`config.mk`:
```
export PLATFORM = sky130hd
export DESIGN_NAME = acc_alu
export DESIGN_NICKNAME = d
export VERILOG_FILES = /design/src/rtl/acc_alu_pkg.sv /design/src/rtl/acc_arith.sv /design/src/rtl/acc_logic.sv /design/src/rtl/acc_alu.sv
export SDC_FILE = /design/constraint.sdc
export NUM_CORES = 1
export LEC_CHECK = 0
export BUFFER_PORTS_ARGS = -buffer_cell sky130_fd_sc_hd__buf_2
export CORE_ASPECT_RATIO = 0.75
export CORE_MARGIN = 2
export CORE_UTILIZATION = 50
export DETAILED_ROUTE_END_ITERATION = 16
export GPL_TIMING_DRIVEN = 0
export PLACE_DENSITY = 0.8
export SYNTH_ARGS = -nofsm -noshare
export SYNTH_HDL_FRONTEND = slang
export SYNTH_SLANG_ARGS = --single-unit
```
`constraint.sdc`:
```
create_clock -name vclk -period 4.2
set_clock_uncertainty 0.05 [all_clocks]
set_input_delay 0.63 -clock vclk [all_inputs]
set_output_delay 0.63 -clock vclk [all_outputs]
set_load 0.02 [all_outputs]
```
`src/rtl/acc_alu_pkg.sv`:
```
package acc_alu_pkg;
  localparam int BYTE_W = 8;
  localparam int NIB_W  = 4;
  localparam int PAIR_W = 16;
  localparam int PAIR_H = 12;

  localparam int FZ = 7;
  localparam int FN = 6;
  localparam int FH = 5;
  localparam int FC = 4;

  typedef enum logic [3:0] {
    OP_ADD  = 4'd0,
    OP_ADC  = 4'd1,
    OP_SUB  = 4'd2,
    OP_SBC  = 4'd3,
    OP_AND  = 4'd4,
    OP_XOR  = 4'd5,
    OP_OR   = 4'd6,
    OP_CMP  = 4'd7,
    OP_INC  = 4'd8,
    OP_DEC  = 4'd9,
    OP_PAIR = 4'd10
  } alu_op_e;

  typedef enum logic [1:0] {
    LG_AND = 2'd0,
    LG_XOR = 2'd1,
    LG_OR  = 2'd2
  } logic_sel_e;
endpackage

```
`src/rtl/acc_arith.sv`:
```
module acc_arith #(
  parameter int W   = 8,
  parameter int NIB = 4
) (
  input  logic [W-1:0] a_i,
  input  logic [W-1:0] b_i,
  input  logic         sub_i,
  input  logic         cin_i,
  output logic [W-1:0] res_o,
  output logic         half_o,
  output logic         carry_o
);
  localparam int EXT_L = NIB + 1;
  localparam int EXT_F = W + 1;

  logic [EXT_L-1:0] low_q;
  logic [EXT_F-1:0] full_q;
  logic [EXT_L-1:0] cin_l;
  logic [EXT_F-1:0] cin_f;

  assign cin_l = {{NIB{1'b0}}, cin_i};
  assign cin_f = {{W{1'b0}}, cin_i};

  always_comb begin
    if (sub_i) begin
      low_q  = {1'b0, a_i[NIB-1:0]} - {1'b0, b_i[NIB-1:0]} - cin_l;
      full_q = {1'b0, a_i} - {1'b0, b_i} - cin_f;
    end else begin
      low_q  = {1'b0, a_i[NIB-1:0]} + {1'b0, b_i[NIB-1:0]} + cin_l;
      full_q = {1'b0, a_i} + {1'b0, b_i} + cin_f;
    end
  end

  assign res_o   = full_q[W-1:0];
  assign half_o  = low_q[NIB];
  assign carry_o = full_q[W];
endmodule

```
`src/rtl/acc_logic.sv`:
```
module acc_logic
  import acc_alu_pkg::*;
#(
  parameter int W = 8
) (
  input  logic [W-1:0] a_i,
  input  logic [W-1:0] b_i,
  input  logic_sel_e   sel_i,
  output logic [W-1:0] res_o
);
  always_comb begin
    case (sel_i)
      LG_AND:  res_o = a_i & b_i;
      LG_XOR:  res_o = a_i ^ b_i;
      default: res_o = a_i | b_i;
    endcase
  end
endmodule

```
`src/rtl/acc_alu.sv`:
```
module acc_alu
  import acc_alu_pkg::*;
(
  input  logic [3:0]  op_i,
  input  logic [7:0]  acc_i,
  input  logic [7:0]  opnd_i,
  input  logic [7:0]  flags_i,
  input  logic [15:0] pair_l_i,
  input  logic [15:0] pair_r_i,
  output logic [7:0]  acc_o,
  output logic [7:0]  flags_o,
  output logic        acc_we_o,
  output logic [15:0] pair_o,
  output logic        pair_we_o
);
  logic [BYTE_W-1:0] arith_b;
  logic              arith_sub;
  logic              arith_cin;
  logic [BYTE_W-1:0] arith_res;
  logic              arith_h;
  logic              arith_c;
  logic [BYTE_W-1:0] logic_res;
  logic_sel_e        logic_sel;
  logic              pair_h;
  logic              pair_c;
  logic              c_in;
  logic [3:0]        nf;

  assign c_in = flags_i[FC];

  // operand and direction selection for the byte adder
  always_comb begin
    arith_b   = opnd_i;
    arith_sub = 1'b0;
    arith_cin = 1'b0;
    case (op_i)
      OP_ADC: arith_cin = c_in;
      OP_SUB, OP_CMP: arith_sub = 1'b1;
      OP_SBC: begin
        arith_sub = 1'b1;
        arith_cin = c_in;
      end
      OP_INC: arith_b = BYTE_W'(1);
      OP_DEC: begin
        arith_b   = BYTE_W'(1);
        arith_sub = 1'b1;
      end
      default: ;
    endcase
  end

  always_comb begin
    case (op_i)
      OP_XOR:  logic_sel = LG_XOR;
      OP_OR:   logic_sel = LG_OR;
      default: logic_sel = LG_AND;
    endcase
  end

  acc_arith #(.W(BYTE_W), .NIB(NIB_W)) byte_arith_i (
    .a_i     (acc_i),
    .b_i     (arith_b),
    .sub_i   (arith_sub),
    .cin_i   (arith_cin),
    .res_o   (arith_res),
    .half_o  (arith_h),
    .carry_o (arith_c)
  );

  acc_logic #(.W(BYTE_W)) byte_logic_i (
    .a_i   (acc_i),
    .b_i   (opnd_i),
    .sel_i (logic_sel),
    .res_o (logic_res)
  );

  acc_arith #(.W(PAIR_W), .NIB(PAIR_H)) pair_arith_i (
    .a_i     (pair_l_i),
    .b_i     (pair_r_i),
    .sub_i   (1'b0),
    .cin_i   (1'b0),
    .res_o   (pair_o),
    .half_o  (pair_h),
    .carry_o (pair_c)
  );

  // result, flag and strobe composition; nf = {Z,N,H,C}
  always_comb begin
    acc_o     = acc_i;
    acc_we_o  = 1'b0;
    pair_we_o = 1'b0;
    nf        = flags_i[7:4];
    case (op_i)
      OP_ADD, OP_ADC: begin
        acc_o    = arith_res;
        acc_we_o = 1'b1;
        nf       = {arith_res == '0, 1'b0, arith_h, arith_c};
      end
      OP_SUB, OP_SBC: begin
        acc_o    = arith_res;
        acc_we_o = 1'b1;
        nf       = {arith_res == '0, 1'b1, arith_h, arith_c};
      end
      OP_CMP: begin
        acc_o = arith_res;
        nf    = {arith_res == '0, 1'b1, arith_h, arith_c};
      end
      OP_AND: begin
        acc_o    = logic_res;
        acc_we_o = 1'b1;
        nf       = {logic_res == '0, 1'b0, 1'b1, 1'b0};
      end
      OP_XOR, OP_OR: begin
        acc_o    = logic_res;
        acc_we_o = 1'b1;
        nf       = {logic_res == '0, 3'b000};
      end
      OP_INC: begin
        acc_o    = arith_res;
        acc_we_o = 1'b1;
        nf       = {arith_res == '0, 1'b0, arith_h, c_in};
      end
      OP_DEC: begin
        acc_o    = arith_res;
        acc_we_o = 1'b1;
        nf       = {arith_res == '0, 1'b1, arith_h, c_in};
      end
      OP_PAIR: begin
        pair_we_o = 1'b1;
        nf        = {flags_i[FZ], 1'b0, pair_h, pair_c};
      end
      default: ;
    endcase
  end

  assign flags_o = {nf, 4'b0000};
endmodule

```
==> impl_metrics.toml <==
[status]
status = "finished clean"

[sta]
min_period_ns = 4.08
setup_violations = 0
relSlewSlack = 0.523
timing.hold.ws_ns = 1.55
worst_pin_slew_ns = 0.713
rsz0062_at_grt = "yes"
fmax_mhz = 245
drv_slew = 0
hold_viol = 0
setup_ws_ns = 0.118
fin_tns_setup_ns = 0
period_share = 0.972

[pwr]
ir_worst_vdd_mv = 0.118
power_density_nw_per_um2 = 178
p_leak_nw = 1.65
p_total_mw = 0.574

[floorplanning]
io_pins = 94
die_area_sq_um = 5810
start_util = 0.526
rows = 22
die_w_um = 87.4
design.core.area_sq_um = 4950
die_h_um = 66.5

[detailed_routing]
wl_um = 7700
drtIter0Drc = 230
drc = 0
antenna_left = 0
via_per_inst = 5.68
drt-pass1-iter-count = 5
vias = 3028
avgRoutedWirePerCell_um = 14.4

[yosys]
ys_types = 56
synthTopCellsByCount = "53 x ha_1, 46 x inv_1, 40 x nor2_1"
ys_seq_area_frac = 0
netlist.area_leader.share = 0.254
synth.area.top_cells = "ha_1 25%, xnor2_1 6.7%, inv_1 6.6%"
syn_avg_cell_area_sq_um = 6.79
synth_most_common_cell = "ha_1"
synth_top_area_cell = "ha_1"
syn-cell-area_sq_um = 2610
netlist_instances = 384
yosysWarnings = 0

[worst_setup_path]
critPathSlowestCell = "fa_1"
cp_cell_sequence = "buf_4 > clkbuf_8 > nor2_4 > nand2_2 > nand2_2 > fa_1 > inv_1 > ha_1 > o21a_1 > nor3b_2 > xnor2_1 > o21ai_1 > nor3b_2 > a41o_1 > buf_2"
critPathCaptureType = "primary output"
startpoint_type = "primary input"
worstPathMaxFanout = 10
required_ns = 3.52
slowest_delay_ns = 0.59
cp.arrival_ns = 3.40
crit_type = "primary input to primary output"

[clock_tree]
holdBufCountCts = 0

[placement]
post-dp-hpwl_um = 6430
place_ws_ns = -0.570
gp_congestion = 0.949
port_buffers = 84
dp.cells = 531

[global_route]
grt_pass1_wl_um = 12800
grtUsageTotal = 0.269
gr-total-overflow = 0
grt_max_degree = 19
antenna_found_initial = 0
grt_pass1_vias = 2808

[finish]
num-nets-final = 593
n_antenna_cell = 0
seq_cell_count = 0
drive_above_1_share = 0.258
stdcell_count = 533
ff_latch_area_sq_um = 0
synthToLayoutAreaGrowth_pct = 23.8
nClkBuffers = 0

[hold_path]
min_to = "pair_o[0]"
hold_path_class = "primary input to primary output"
min_path_cells = 3
hold_start = "pair_r_i[0]"

[run]
drv_cap = 0
[worst max path at each step]
stage	end	slack, ns	cells after the start	startpoint
6_report	flags_o[7]	0.12	15	op_i[1]
5_1_grt	acc_o[6]	-0.04	16	op_i[1]
4_1_cts	flags_o[7]	0.005	16	op_i[1]
3_5_place_dp	flags_o[7]	-0.57	13	op_i[0]
3_3_place_gp	flags_o[7]	-0.52	13	op_i[0]
2_1_floorplan	acc_o[7]	0.16	15	op_i[0]
[logic make-up (layout without fill, tap and decap cells)]
logic type | after synthesis | after routing | synth area share
AND/OR/NAND/NOR | 119 | 119 | 0.213
AO/OA/AOI/OAI | 114 | 114 | 0.289
buffers and inverters | 62 | 148 | 0.100
adder cells (fa/ha/maj) | 58 | 58 | 0.293
XOR/XNOR | 25 | 25 | 0.0840
multiplexers | 5 | 5 | 0.0202
other | 1 | 4 | 0.00144
[layout make-up]
type                       instances  area [sq um]
buffer                            15           111
fill                             460          1730
inverter                          46           173
multi-input combinational        325          2420
tap                               60          75.1
timing repair buffer              87           445
[layer usage]
metal  global-route usage  part of all wire  vias up
li1                     -                 -     1521
met1                0.380              0.47     1380
met2                0.448              0.44      125
met3               0.0458             0.095        2
met4               0.0135           0.00039        0
met5                    0                 0        -
[repair_timing]
item                       CTS  global route
setup endpoints to repair    8             7
resized for setup           12            18
pin swaps                    3             8
setup buffers                2             1
[where the power goes]
group | switching (mW) | internal, mW | total, mW
Combinational | 0.340 | 0.234 | 0.574
Clock | 0 | 0 | 0
Sequential | 0 | 0 | 0
[critical path: cells and delay by family]
family | cells | cell delay, ns
AO/OA/AOI/OAI | 3 | 0.64
XOR/XNOR | 1 | 0.09
adder cells (fa/ha/maj) | 2 | 0.78
buffers and inverters | 4 | 0.59
AND/OR/NAND/NOR | 5 | 0.66
[cells in the final DEF (no fill, tap or decap), drive strengths merged, types with 4 or more instances in the layout]
| cell | n |
|---|---|
| buf | 98 |
| ha | 53 |
| inv | 46 |
| nor2 | 41 |
| a21oi | 35 |
| o21ai | 33 |
| nand2 | 32 |
| xnor2 | 20 |
| nor3 | 10 |
| nand3 | 9 |
| nand2b | 8 |
| nor2b | 7 |
| o221ai | 7 |
| xor2 | 5 |
| a21o | 5 |
| fa | 5 |
| conb | 4 |
| clkbuf | 4 |
[through the flow]
step,cell area [sq um],util
floorplan,2620,-
global placement,3110,0.629
detailed placement,3110,0.629
CTS,3160,0.638
global route,3230,0.652
finish,3230,0.652
(Power assumes the default switching activity.)
